**config.mk**
```make
export PLATFORM = sky130hd
export DESIGN_NAME = stagger_turnon
export DESIGN_NICKNAME = d
export VERILOG_FILES = /design/src/rtl/stagger_pkg.sv /design/src/rtl/stagger_tick.sv /design/src/rtl/stagger_seq.sv /design/src/rtl/stagger_gate.sv /design/src/rtl/stagger_turnon.sv
export SDC_FILE = /design/constraint.sdc
export NUM_CORES = 1
export LEC_CHECK = 0
export BUFFER_PORTS_ARGS = -buffer_cell sky130_fd_sc_hd__buf_2
export CAP_MARGIN = 10
export CORE_UTILIZATION = 45
export CTS_BUF_LIST = sky130_fd_sc_hd__clkbuf_4
export DETAILED_ROUTE_END_ITERATION = 16
export HOLD_SLACK_MARGIN = 0.02
export PLACE_DENSITY = 0.9
export SLEW_MARGIN = 20
export SYNTH_ARGS = -nofsm -noshare
export SYNTH_HDL_FRONTEND = slang
export SYNTH_SLANG_ARGS = --single-unit
```
**constraint.sdc**
```tcl
create_clock -name clk -period 2.2 [get_ports clk]
set_input_delay 0.11 -clock clk [delete_from_list [all_inputs] [get_ports clk]]
set_output_delay 0.11 -clock clk [all_outputs]
set_load 0.02 [all_outputs]
```
**src/rtl/stagger_pkg.sv**
```systemverilog
package stagger_pkg;

    // Number of colour channels sharing one column index
    localparam int COLORS = 3;

    // Sequencer phase
    typedef enum logic [1:0] {
        PH_OFF  = 2'd0,
        PH_RAMP = 2'd1,
        PH_ON   = 2'd2
    } phase_e;

    // Control handed from the sequencer to the step timer
    typedef struct packed {
        logic restart;
        logic run;
    } step_ctl_t;

endpackage

```
**src/rtl/stagger_tick.sv**
```systemverilog
module stagger_tick
    import stagger_pkg::*;
#(
    parameter int STEP_CYC = 4
) (
    input  logic      clk,
    input  logic      rst,
    input  step_ctl_t ctl,
    output logic      tick
);
    localparam int CW = (STEP_CYC > 1) ? $clog2(STEP_CYC) : 1;
    localparam logic [CW-1:0] LAST = CW'(STEP_CYC - 1);

    logic [CW-1:0] cnt;

    always_ff @(posedge clk) begin
        if (rst || ctl.restart) begin
            cnt <= '0;
        end else if (ctl.run) begin
            cnt <= (cnt == LAST) ? '0 : cnt + 1'b1;
        end
    end

    assign tick = ctl.run && (cnt == LAST);

    // the step count never leaves its range
    p_cnt_in_range_r4: assert property (@(posedge clk) disable iff (rst)
        cnt <= LAST);

    // a new ramp always starts counting from zero
    p_restart_zero_r4: assert property (@(posedge clk) disable iff (rst)
        ctl.restart |=> cnt == '0);

endmodule

```
**src/rtl/stagger_seq.sv**
```systemverilog
module stagger_seq
    import stagger_pkg::*;
#(
    parameter int NCOL = 8
) (
    input  logic            clk,
    input  logic            rst,
    input  logic            oe_n,
    input  logic            stagger_n,
    input  logic            tick,
    output step_ctl_t       ctl,
    output logic [NCOL-1:0] col_en
);
    logic            oe_q;
    phase_e          ph;
    logic            fall;
    logic [NCOL-1:0] col_nxt;

    assign fall = oe_q && !oe_n;

    always_comb begin
        col_nxt = (col_en << 1) | NCOL'(1);
    end

    always_ff @(posedge clk) begin
        if (rst) begin
            oe_q   <= 1'b1;
            ph     <= PH_OFF;
            col_en <= '0;
        end else begin
            oe_q <= oe_n;
            if (oe_n) begin
                ph     <= PH_OFF;
                col_en <= '0;
            end else if (fall) begin
                if (stagger_n) begin
                    col_en <= '1;
                    ph     <= PH_ON;
                end else begin
                    col_en <= NCOL'(1);
                    ph     <= (NCOL == 1) ? PH_ON : PH_RAMP;
                end
            end else if (ph == PH_RAMP && tick) begin
                col_en <= col_nxt;
                if (&col_nxt) ph <= PH_ON;
            end
        end
    end

    assign ctl.restart = fall;
    assign ctl.run     = (ph == PH_RAMP);

    // a disable sampled at one edge leaves every column dark
    p_off_after_disable_r7: assert property (@(posedge clk) disable iff (rst)
        $past(oe_n) |-> col_en == '0);

    // released columns are a contiguous run from column 0
    p_contiguous_r4: assert property (@(posedge clk) disable iff (rst)
        (col_en & (col_en + 1'b1)) == '0);

    // a ramp adds at most one column per edge
    p_one_per_edge_r4: assert property (@(posedge clk) disable iff (rst)
        (ph == PH_RAMP && !oe_n) |=> $countones(col_en) <= $countones($past(col_en)) + 1);

    // unstaggered fall lights all columns on the next edge
    p_all_at_once_r6: assert property (@(posedge clk) disable iff (rst)
        (fall && stagger_n) |=> &col_en);

    // staggered fall lights only column 0
    p_first_column_r3: assert property (@(posedge clk) disable iff (rst)
        (fall && !stagger_n) |=> col_en == NCOL'(1));

endmodule

```
**src/rtl/stagger_gate.sv**
```systemverilog
module stagger_gate
    import stagger_pkg::*;
#(
    parameter int NCOL = 8
) (
    input  logic [NCOL-1:0]        col_en,
    input  logic [COLORS*NCOL-1:0] data_in,
    output logic [COLORS*NCOL-1:0] drive
);
    for (genvar c = 0; c < COLORS; c++) begin : g_color
        for (genvar k = 0; k < NCOL; k++) begin : g_col
            assign drive[c*NCOL + k] = data_in[c*NCOL + k] & col_en[k];
        end
    end
endmodule

```
**src/rtl/stagger_turnon.sv**
```systemverilog
module stagger_turnon
    import stagger_pkg::*;
#(
    parameter int NCOL     = 8,
    parameter int STEP_CYC = 4
) (
    input  logic                   clk,
    input  logic                   rst,
    input  logic                   oe_n,
    input  logic                   stagger_n,
    input  logic [COLORS*NCOL-1:0] data_in,
    output logic [COLORS*NCOL-1:0] drive
);
    step_ctl_t       ctl;
    logic            tick;
    logic [NCOL-1:0] col_en;

    stagger_seq #(.NCOL(NCOL)) u_seq (
        .clk       (clk),
        .rst       (rst),
        .oe_n      (oe_n),
        .stagger_n (stagger_n),
        .tick      (tick),
        .ctl       (ctl),
        .col_en    (col_en)
    );

    stagger_tick #(.STEP_CYC(STEP_CYC)) u_tick (
        .clk  (clk),
        .rst  (rst),
        .ctl  (ctl),
        .tick (tick)
    );

    stagger_gate #(.NCOL(NCOL)) u_gate (
        .col_en  (col_en),
        .data_in (data_in),
        .drive   (drive)
    );

    // outputs are dark one edge after the enable is sampled high
    p_dark_after_disable_r7: assert property (@(posedge clk) disable iff (rst)
        $past(oe_n) |-> drive == '0);

    // no channel is driven while its data bit is low
    p_no_drive_without_data_r2: assert property (@(posedge clk) disable iff (rst)
        (drive & ~data_in) == '0);

endmodule

```
* Word-level counts from Yosys, hierarchy flattened
Cells that the tools add are included.
Word-level totals: ROM bits 0, bits of input ports 28, register bits 13, latch bits 0, bits in writable memories 0, memories kept 0, logic and storage cells 49, output and inout bits 24
Cells by class: equal/unequal tests 2, reduce and logical (&&, ||, !) cells 10, $mul 0, bitwise gates (word level) 24, divide/modulo/power cells 0, add/sub/neg operators 1, shifts and indexed selects 0, magnitude comparators 0, muxes and demuxes 8
Operators with widths (count):
- $and A1 B1 Y1 | 24
- $mux W8 | 3
- $mux W2 | 5
- $reduce_and A7 Y1 | 1
- $reduce_bool A2 Y1 | 2
- $logic_and A1 B1 Y1 | 3
- $add A2 B1 Y2 const B | 1
- $eq A2 B1 Y1 const B | 1
- $eq A2 B2 Y1 const B | 1
- $reduce_and A2 Y1 | 1
- $reduce_or A2 Y1 | 1
- $logic_not A1 Y1 | 1
- $logic_or A1 B1 Y1 | 1

* Logic depth before layout (Yosys ltp)
Gate-level depths: netlist of run 1.
word-level depth 5, depth in mapped cells 6, depth with buffers taken out 4

* Modules after synthesis
A second synthesis of run 1 with hierarchy kept.
Second synthesis, totals: cells, all modules 87, area total of the unflattened synthesis 703.2 µm²
Modules (own cells, without submodules):
- stagger_seq | area an instance 451.7 µm², sequential area each 220.2 µm², cells each 54, times used 1
- stagger_gate | area an instance 150.1 µm², sequential area each 0.0 µm², cells each 24, times used 1
- stagger_tick | area an instance 101.3 µm², sequential area each 40.0 µm², cells each 9, times used 1

* Least setup slack after synthesis of run 1
OpenSTA, ideal clock, no wires.
path kind reg-to-reg, start register u_tick.cnt[0], end register u_seq.col_en[0], arrival 1290 ps, period minus slack after synthesis 1404 ps, path buffers 2, data required time 2085 ps, setup time 115 ps, cell stages (with the launch flop) 7, setup slack 796 ps, path through dfxtp_1 > ha_1 > and3b_1 > buf_2 > or2_1 > buf_6 > o21a_1
Between the ends: longest elaborated chain between the ends 4
RTL lines:
- start, declared | RTL line stagger_tick.sv:14 | logic [CW-1:0] cnt;
- start signal, assigned | RTL line stagger_tick.sv:20 | cnt <= (cnt == LAST) ? '0 : cnt + 1'b1;
- $eq A2 B2 Y1 | RTL line stagger_tick.sv:24 | assign tick = ctl.run && (cnt == LAST);
- $logic_and A1 B1 Y1 | RTL line stagger_tick.sv:24
- $logic_and A1 B1 Y1 | RTL line stagger_seq.sv:43 | end else if (ph == PH_RAMP && tick) begin
- $reduce_bool A2 Y1 (no line)
- end signal, assigned | RTL line stagger_seq.sv:44 | col_en <= col_nxt;
- end, declared | RTL line stagger_seq.sv:12 | output logic [NCOL-1:0] col_en
No other way between the ends. A chain may end at the register's enable or synchronous reset.

* Worst setup path in the final report of run 1
Same ends and word-level chain as after synthesis.

==> results of run 1 <==
[per-stage QoR]
stage	util (%)	instance area, um^2	std cells	worst slack [ns]
CTS	68.47	1044	153	0.7066
finish	68.47	1044	153	0.7001
global placement	65.85	1003	148	0.7573
floorplan	-	745.7	84	0.7955
global route	68.47	1044	153	0.6301
detailed placement	65.85	1003	148	0.7176
[flip-flops by register name, summed over array words and instances, names as in the netlist]
| name | cells |
|---|---|
| u_seq.col_en | 8 |
| u_seq.ph | 2 |
| u_seq.oe_q | 1 |
| u_tick.cnt | 2 |
[critical path, stage by stage (launching register included)]
cell     delay, ns
dfxtp_1       0.33
ha_1          0.21
and3b_1       0.24
or2_1         0.40
o21a_1        0.23
[layout make-up]
| class | instances | area share [%] |
|---|---|---|
| clock buffers | 4 | 2.878 |
| inverters | 1 | 0.3597 |
| flip-flops and latches | 13 | 24.94 |
| well taps | 16 | 1.918 |
| multi-input cells | 66 | 43.77 |
| repair buffers | 53 | 26.14 |
[what timing repair did]
action,CTS,global route
gates resized for setup,0,0
hold endpoints to repair,1,0
hold buffers,1,0
setup buffers,0,0
[Yosys cell counts (all sizes together)]
cell type  number  area, um^2
and2           24       150.1
clkbuf          1       3.750
dfxtp          13       260.3
o31a            1       8.760
and3b           2       17.52
nand3           1       5.000
nand4           1       6.260
or2             1       6.260
o22ai           1       6.260
nor2b           2       12.51
nor2            2       7.510
buf             3       21.27
o21a            1       7.510
xnor2           1       8.760
nand2b          2       12.51
ha              1       12.51
mux2i           1       10.01
a211oi          6       75.07
nor3b           1       7.510
inv             1       3.750
nor3            9       50.05
o311a           1       10.01
a21oi           6       30.03
nand2           1       3.750
nand4b          1       8.760
[path summary, 6_finish.rpt]
| check | startpoint | endpoint | slack, ns |
|---|---|---|---|
| max | u_tick.cnt[0]$_SDFFE_PP0N_ | u_seq.col_en[0]$_SDFFE_PP0P_ | 0.70 |
| min | stagger_n | u_seq.ph[0]$_SDFFE_PP0P_ | 0.18 |
| max reg2reg | u_tick.cnt[0]$_SDFFE_PP0N_ | u_seq.col_en[0]$_SDFFE_PP0P_ | 0.70 |
| min reg2reg | u_seq.ph[0]$_SDFFE_PP0P_ | u_seq.ph[0]$_SDFFE_PP0P_ | 0.52 |
[report_power, final]
group / switching [mW] / leakage, nW / internal [mW]
registers: 0.00887 / 0.106 / 0.244
logic: 0.0520 / 0.407 / 0.0457
clock network: 0.0787 / 0.0184 / 0.0828
total: 0.140 / 0.531 / 0.372
[cells by family after synthesis]
kind of cell    count (synthesis)  share of synthesized area, %
flops                          13                         34.90
simple gates                   47                         38.59
mux                             1                         1.342
compound gates                 16                         18.46
buf+inv                         5                         3.858
xor+xnor                        1                         1.175
fa+ha+maj                       1                         1.678
[metal layers]
layer,track usage (%),share of wire [%],up-vias,wire [um]
li1,-,-,402,-
met1,24.07,43,323,720
met2,35.15,49,33,830
met3,6.809,8.0,0,134
met4,5.625,0,0,0
met5,0,0,-,0
==> run metrics, run 1 <==
Num CTS Buffers=3; largest net degree at the start of global routing=13; period utilisation layout=68.18%; htree depth=1; maximum clock frequency=666.7 MHz; first-pass iteration count of the detailed router=2; crit path max fanout=8; MaxCap Viol Count=0; WS Path Type=reg -> reg; Pwr Density=490.5 nW/um^2; Pins Over Slew Limit=0; Total GRT Usage=20.48%; fin crit period=1.500 ns; register area share after synthesis=34.90%; footprint of the multi-input gates=456.7 um^2; Root Driver=clkbuf_4; num ports=52; Avg Cell Area, Syn=8.878 um^2; TritonCTS clock tree=done; via count=between 700 and 800; r2r worst-path depth=4; Clock Pin Slew Worst Setup and Hold Paths=roughly 0.070 ns; drc violations=0; Worst Path Required=2.38 ns; crit end category=flip-flop; clk_skew=0.002842 ns; Max IR drop VDD=0.0003892 V; first-pass GRT wire length=2.904 mm; Via density=4.954; layout cells sized above 1=a little under half; Pleak=0.5313 nW; Die Ht=42.71 um; Filler cells=between 100 and 150; total chip power=511.8 uW; DR iter-0 viols=3; CP Launch Type=flip-flop; slew margin rel.=72.20%; Detail Route Antenna Nets=0; I/O Buffers=51; commonest cells after routing, fill and taps aside=buf_2 (51), and2_1 (24), dfxtp_1 (13); Hold Path Class=in -> reg; cell area after synthesis=745.7 um^2; final hold violation count=0; grt ovf=0; status=completed; number of global-route vias before repair=705; Die Span X=42.71 um; row cnt=14; layout net count=167; synth warn=0; hold_ws=between 0.15 and 0.2 ns; hold path cells=3; GPL Wtd Cong=0.8165; Post-Syn Nets=113; Sequential Area=260.3 um^2; RSZ-0062 raised after global routing=no; core box area=1524 um^2; P&R area growth vs syn=39.93%; Slew @ Worst Pin=around 0.42 ns; # clock sinks=13; worst skew pair latency=0.28 ns; DIE AREA=~1800 um^2; initial antenna violation count=0; WL/cell=11.01 um; commonest non-fill, non-tap cell in the layout=buf_2; diodes inserted=0; WL final=roughly 1.7 mm; Initial Util=approximately half; CP arrival=around 1.7 ns; Fin Setup TNS=0 ns; Final setup viols=0; post-synthesis cell count=84; Longest Clk Path Bufs=2; Yosys cell types=27; hpwl dp=1.346 mm; Yosys reg bits=13
Note: power is estimated with default switching activity, not from simulation.
==> inputs of run 2 (changes only) <==
--- a/config.mk
+++ b/config.mk
@@ -5,13 +5,15 @@
 export SDC_FILE = /design/constraint.sdc
 export NUM_CORES = 1
 export LEC_CHECK = 0
+export ABC_AREA = 1
 export BUFFER_PORTS_ARGS = -buffer_cell sky130_fd_sc_hd__buf_2
 export CAP_MARGIN = 10
-export CORE_UTILIZATION = 45
+export CORE_ASPECT_RATIO = 1.4
+export CORE_UTILIZATION = 38
 export CTS_BUF_LIST = sky130_fd_sc_hd__clkbuf_4
 export DETAILED_ROUTE_END_ITERATION = 16
 export HOLD_SLACK_MARGIN = 0.02
-export PLACE_DENSITY = 0.9
+export PLACE_DENSITY = 0.8
 export SLEW_MARGIN = 20
 export SYNTH_ARGS = -nofsm -noshare
 export SYNTH_HDL_FRONTEND = slang
==> constraint.sdc (replaced) <==
create_clock -name clk -period 1.3 [get_ports clk]
set_input_delay 0.065 -clock clk [delete_from_list [all_inputs] [get_ports clk]]
set_output_delay 0.065 -clock clk [all_outputs]
set_load 0.02 [all_outputs]
==> run metrics, run 2 <==
WL/cell=8.766 um (-20%); TritonCTS clock tree=done; hpwl dp=1.489 mm (+11%); num ports=52 (unchanged); largest registers=u_seq.col_en x8, u_seq.ph x2, u_tick.cnt x2; # hold bufs at CTS=0 (-1); Slew @ Worst Pin=0.3110 ns (-0.1059 ns); fin crit period=1.172 ns (-0.3275 ns); Pins Over Slew Limit=0 (unchanged); asr flop ratio synth=0% (unchanged); hold path cells=3 (unchanged); fin area=1095 um^2 (+4.9%); CP Cell Sequence=ha_2, inv_1, nor2_2, inv_2, nand2_4, inv_2, nand2_1, a21oi_1; Worst Path Required=1.46 ns (-0.92 ns); synth top area cells=dfxtp_1 (33%), nand2_1 (26%), inv_1 (15%), a21oi_1 (5.2%), nor2_1 (2.9%); diodes inserted=0 (unchanged); Largest Register=u_seq.col_en; top post-synthesis cells by count=nand2_1 (53), inv_1 (31), dfxtp_1 (13); CP arrival=1.34 ns (-0.34 ns); first-pass iteration count of the detailed router=4 (+2); P&R area growth vs syn=40.90%; I/O Buffers=51 (unchanged); ys flop type=dfxtp_1; initial antenna violation count=0 (unchanged); DIE AREA=2232 um^2 (+22%); status=completed; first-pass GRT wire length=2.994 mm (+3.1%); CP most frequent cell=inv_2; Hold Path Class=in -> reg; Num CTS Buffers=3 (unchanged); Filler cells=206 (+61%); EDFF count, synth=0 (unchanged); slew margin rel.=79.19% (+7.0 points); Final setup viols=0 (unchanged); top-area cell type share of the netlist area=33.49% (-1.4 points); post-synthesis cell count=133 (+58%); slowest library cell on the worst path=dfxtp_2; commonest cells after routing, fill and taps aside=nand2_1 (53), buf_2 (51), inv_1 (31); GPL Wtd Cong=0.7943 (-2.7%); final hold violation count=0 (unchanged); Critical Path Max Stage Delay=0.35 ns (-0.05 ns); max reg flops=8 (unchanged); r2r worst-path depth=8 (+4); hold_ws=0.05621 ns (-0.1196 ns); Fin Setup TNS=0 ns (unchanged); Via density=4.445 (-10%); register area share after synthesis=33.49% (-1.4 points); CP Launch Type=flip-flop; Pleak=0.7616 nW (+43%); Longest Clk Path Bufs=2 (unchanged); MaxCap Viol Count=0 (unchanged); Detail Route Antenna Nets=0 (unchanged); Cell Area, Placed=1059 um^2 (+5.5%); number of global-route vias before repair=836 (+19%); Setup Fix Bufs, Post-CTS=0 (unchanged); WL final=1.832 mm (+8.7%); # clock sinks=13 (unchanged); htree depth=1 (unchanged); Yosys reg bits=13 (unchanged); Die Span X=40.22 um (-5.8%); drc violations=0 (unchanged); Total GRT Usage=18.39% (-2.1 points); Post-Syn Nets=162 (+43%); crit path max fanout=9 (+1); synth warn=0 (unchanged); clk_skew=0.006248 ns (+0.003406 ns); largest net degree at the start of global routing=10 (-3); cell area after synthesis=777.0 um^2 (+4.2%); via count=929 (+23%); WS Path Type=reg -> reg; Pwr Density=750.7 nW/um^2 (+53%); grt ovf=0 (unchanged); Clock Pin Slew Worst Setup and Hold Paths=0.08 ns (about the same); Yosys cell types=17 (-37%); maximum clock frequency=852.9 MHz (+28%); DR iter-0 viols=24 (+21); PostCTS Resize Cnt=0 (unchanged); worst skew pair latency=0.27 ns (about the same); layout cells sized above 1=37.77% (-8.2 points); layout net count=218 (+31%); count leader, synth=nand2_1; Initial Util=39.86% (-9.1 points); RSZ-0062 raised after global routing=no; crit end category=flip-flop; Root Driver=clkbuf_4; core box area=1949 um^2 (+28%); commonest non-fill, non-tap cell in the layout=nand2_1; Max IR drop VDD=0.0005108 V (+31%); Avg Cell Area, Syn=5.842 um^2 (-34%); Synth area leader=dfxtp_1; Die Ht=55.50 um (+30%); period utilisation layout=90.19% (+22 points); row cnt=19 (+5)
==> run 2: changes by cell type after synthesis, moves of 3 or more <==
cell / before / now
nand2_1: 1 / 53
inv_1: 1 / 31
and2_1: 24 / 0
nor3_1: 8 / 0
a211oi_2: 6 / 0
inv_2: 0 / 4
nor2_1: 2 / 6
o21ai_0: 0 / 4
nand3_1: 1 / 4
==> run 2: logic make-up after synthesis <==
kind of cell    after synthesis  share of synthesized area [%]
compound gates               13                          8.857
flops                        13                          33.49
fa+ha+maj                     1                          1.610
buf+inv                      36                          17.71
simple gates                 70                          38.33
==> run 2: layer usage <==
metal / share of wire [%] / vias to the layer above / global-route usage [%] / wire [um]
met5: 0 / - / 0 / 0
met4: 0 / 0 / 7.619 / 0
met3: 5.6 / 0 / 4.819 / 103
met2: 57 / 24 / 32.03 / 1037
met1: 38 / 413 / 19.18 / 692
li1: - / 492 / - / -
==> run 2: power breakdown <==
group          leakage (nW)  switching, mW  internal [mW]
Clock                0.0184          0.125          0.140
Combinational         0.637         0.0786         0.0596
Sequential            0.106         0.0102          0.408
==> run 2: through the flow <==
stage / utilization (%) / worst slack [ns] / power [mW] / cells
CTS: 55.84 / 0.08521 / 0.8327 / 209
global placement: 54.30 / 0.1734 / 0.5579 / 205
global route: 56.16 / 0.01338 / 0.8625 / 209
floorplan: - / 0.2218 / 0.5000 / 133
detailed placement: 54.30 / 0.09674 / 0.5649 / 205
finish: 56.16 / 0.1276 / 0.8218 / 209
==> run 2: worst paths after layout <==
path | start | endpoint | slack [ns]
setup / recovery | u_tick.cnt[0]$_SDFFE_PP0N_ | u_seq.col_en[5]$_SDFFE_PP0P_ | 0.13
hold / removal | rst | u_tick.cnt[0]$_SDFFE_PP0N_ | 0.06
setup reg to reg | u_tick.cnt[0]$_SDFFE_PP0N_ | u_seq.col_en[5]$_SDFFE_PP0P_ | 0.13
hold reg to reg | u_tick.cnt[1]$_SDFFE_PP0N_ | u_tick.cnt[1]$_SDFFE_PP0N_ | 0.48
==> run 2: final cells by class <==
cell class | count | area, um^2 | area share [%]
clock buffer | 4 | 30.03 | 2.743
sequential | 13 | 261.5 | 23.89
tap | 21 | 26.28 | 2.400
multi-input combinational | 84 | 384.1 | 35.09
inverter | 36 | 137.6 | 12.57
timing repair buffer | 51 | 255.2 | 23.31
==> run 2: critical path, delay by kind of cell, from the launching register on <==
family                     cells  cell delay [ns]
DFF                            1             0.35
buffers and inverters          3             0.20
adders and majority gates      1             0.18
and+or+nand+nor                3             0.29
AOI/OAI and AO/OA              1             0.06
==> inputs of run 3 (changes only) <==
--- a/config.mk
+++ b/config.mk
@@ -8,12 +8,14 @@
 export ABC_AREA = 1
 export BUFFER_PORTS_ARGS = -buffer_cell sky130_fd_sc_hd__buf_2
 export CAP_MARGIN = 10
+export CELL_PAD_IN_SITES_DETAIL_PLACEMENT = 1
+export CELL_PAD_IN_SITES_GLOBAL_PLACEMENT = 2
 export CORE_ASPECT_RATIO = 1.4
-export CORE_UTILIZATION = 38
+export CORE_UTILIZATION = 17
 export CTS_BUF_LIST = sky130_fd_sc_hd__clkbuf_4
 export DETAILED_ROUTE_END_ITERATION = 16
 export HOLD_SLACK_MARGIN = 0.02
-export PLACE_DENSITY = 0.8
+export PLACE_DENSITY = 0.79
 export SLEW_MARGIN = 20
 export SYNTH_ARGS = -nofsm -noshare
 export SYNTH_HDL_FRONTEND = slang
==> run metrics, run 3 (synthesis gave the netlist of run 2 again) <==
Worst setup endpoint=u_seq.col_en[7]$_SDFFE_PP0P_; slew margin rel.=76.96% (-2.2 points); worst skew pair latency=0.27 ns (about the same); largest registers=u_seq.col_en x8, u_seq.ph x2, u_tick.cnt x2; final hold violation count=0 (unchanged); MaxCap Viol Count=0 (unchanged); maximum clock frequency=860.8 MHz (+0.92%); Pwr Density=708.7 nW/um^2 (-5.6%); Fin Setup TNS=0 ns (unchanged); Pleak=0.7839 nW (+2.9%); fin crit period=1.162 ns (-0.01070 ns); crit end category=flip-flop; htree depth=1 (unchanged); Num CTS Buffers=3 (unchanged); total chip power=830.9 uW (+1.1%); Root Driver=clkbuf_4; # hold bufs at CTS=0 (unchanged); TritonCTS clock tree=done; cell count after placement=248 (+21%); Worst R2R End=u_seq.col_en[7]$_SDFFE_PP0P_; WL/cell=8.869 um (+1.2%); period utilisation layout=89.36% (-0.82 points); commonest non-fill, non-tap cell in the layout=nand2_1; Clock Pin Slew Worst Setup and Hold Paths=0.08 ns (about the same); status=completed; CP Launch Type=flip-flop; num ports=52 (unchanged); r2r worst-path depth=8 (unchanged); diodes inserted=0 (unchanged); first-pass iteration count of the detailed router=3 (-1); PostCTS Resize Cnt=0 (unchanged); grt ovf=0 (unchanged); internal power=609.7 uW (+0.32%); P&R area growth vs syn=50.89%; Initial Util=18.03% (-22 points); Setup Fix Bufs, Post-CTS=0 (unchanged); Final WS setup=0.1383 ns (+0.01070 ns); DR iter-0 viols=11 (-54%); worst setup path startpoint=u_tick.cnt[0]$_SDFFE_PP0N_; CP arrival=1.33 ns (about the same); drc violations=0 (unchanged); Final setup viols=0 (unchanged); # clock sinks=13 (unchanged); Via density=3.794 (-15%); WS Path Type=reg -> reg; core box area=4309 um^2 (+120%); flop-to-flop setup slack=0.14 ns (about the same); Largest Register=u_seq.col_en; layout net count=222 (+1.8%); via count=956 (+2.9%); Net Sw Frac=26.62% (+0.58 points); crit path max fanout=9 (unchanged); R2R Path Start=u_tick.cnt[0]$_SDFFE_PP0N_; Detail Route Antenna Nets=0 (unchanged); commonest cells after routing, fill and taps aside=nand2_1 (53), buf_2 (51), inv_1 (31); number of global-route vias before repair=932 (+11%); Hold Path Class=in -> reg; DIE AREA=4848 um^2 (+120%); dpl ws=0.09191 ns (-0.004836 ns); clk_skew=0.003209 ns (-0.003040 ns); combinational share of power=17.3% (+0.5 points); max reg flops=8 (unchanged); Slew @ Worst Pin=0.3444 ns (+0.03335 ns); first-pass GRT wire length=3.719 mm (+24%); hpwl dp=1.946 mm (+31%); P_sw=221.2 uW (+3.3%); WL final=2.235 mm (+22%); initial antenna violation count=0 (unchanged); GPL Wtd Cong=0.7070 (-11%); largest net degree at the start of global routing=10 (unchanged); Total GRT Usage=10.01% (-8.4 points); Die Ht=81.99 um (+48%); Max IR drop VDD=0.0002258 V (-56%); fin cells=252 (+21%); layout cells sized above 1=39.06% (+1.3 points); Reg power frac=50.1% (-0.8 points); row cnt=28 (+9); Clock Power Share=32.6% (+0.3 points); Longest Clk Path Bufs=2 (unchanged); Die Span X=59.14 um (+47%); I/O Buffers=51 (unchanged); Worst Path Required=1.46 ns (about the same); Pins Over Slew Limit=0 (unchanged); final core occ=27.21% (-29 points); RSZ-0062 raised after global routing=no
[run 3: cell count changes in the layout (fill, tap and decap cells not counted)]
cell     change
buf_4        +4
nor2_1       +1
dfxtp_2      +1
nor2_2       -1
dfxtp_1      -1
[run 3: how the worst min path moves through the flow]
stage / startpoint / endpoint / slack (ns) / cells past startpoint
after floorplan: rst / u_tick.cnt[0]$_SDFFE_PP0N_ / 0.24 / 2
after global placement: rst / u_tick.cnt[1]$_SDFFE_PP0N_ / 0.36 / 3
after detailed placement: rst / u_tick.cnt[0]$_SDFFE_PP0N_ / 0.36 / 3
after CTS: rst / u_tick.cnt[0]$_SDFFE_PP0N_ / 0.06 / 3
after global routing: rst / u_tick.cnt[1]$_SDFFE_PP0N_ / 0.06 / 3
final: rst / u_tick.cnt[0]$_SDFFE_PP0N_ / 0.06 / 3
[run 3: area by class of cell]
cell class                 instances  area (um^2)
fill                             587         3137
multi-input combinational         84        381.6
tap                               60        75.07
clock buffer                       4        30.03
inverter                          36        137.6
timing repair buffer              55        285.3
sequential                        13        262.8
[run 3: through the flow]
step / instance area (um^2) / hold WS [ns]
global placement: 1137 / 0.3576
CTS: 1167 / 0.05620
detailed placement: 1137 / 0.3555
finish: 1172 / 0.05969
global route: 1172 / 0.05786
floorplan: 777.0 / 0.2371
[run 3: critical path, stage by stage, from the launching register on]
cell     delay, ns
dfxtp_2       0.34
ha_2          0.18
inv_1         0.05
nor2_2        0.11
inv_2         0.05
nand2_4       0.10
inv_2         0.08
nor2_1        0.10
nor2_1        0.06
[run 3: metal layers]
| layer | routed length [um] | up-vias | GRT usage, % |
|---|---|---|---|
| li1 | - | 500 | - |
| met1 | 846 | 438 | 9.546 |
| met2 | 1287 | 16 | 20.68 |
| met3 | 83 | 2 | 1.575 |
| met4 | 17 | 0 | 3.571 |
| met5 | 0 | - | 0 |
[run 3: power groups by stage]
stage	logic [mW]	clock network, mW	registers [mW]
after floorplan	0.0750	0	0.425
after global placement	0.145	0	0.426
after detailed placement	0.147	0	0.426
after CTS	0.147	0.288	0.417
after global routing	0.163	0.308	0.418
final	0.144	0.271	0.416
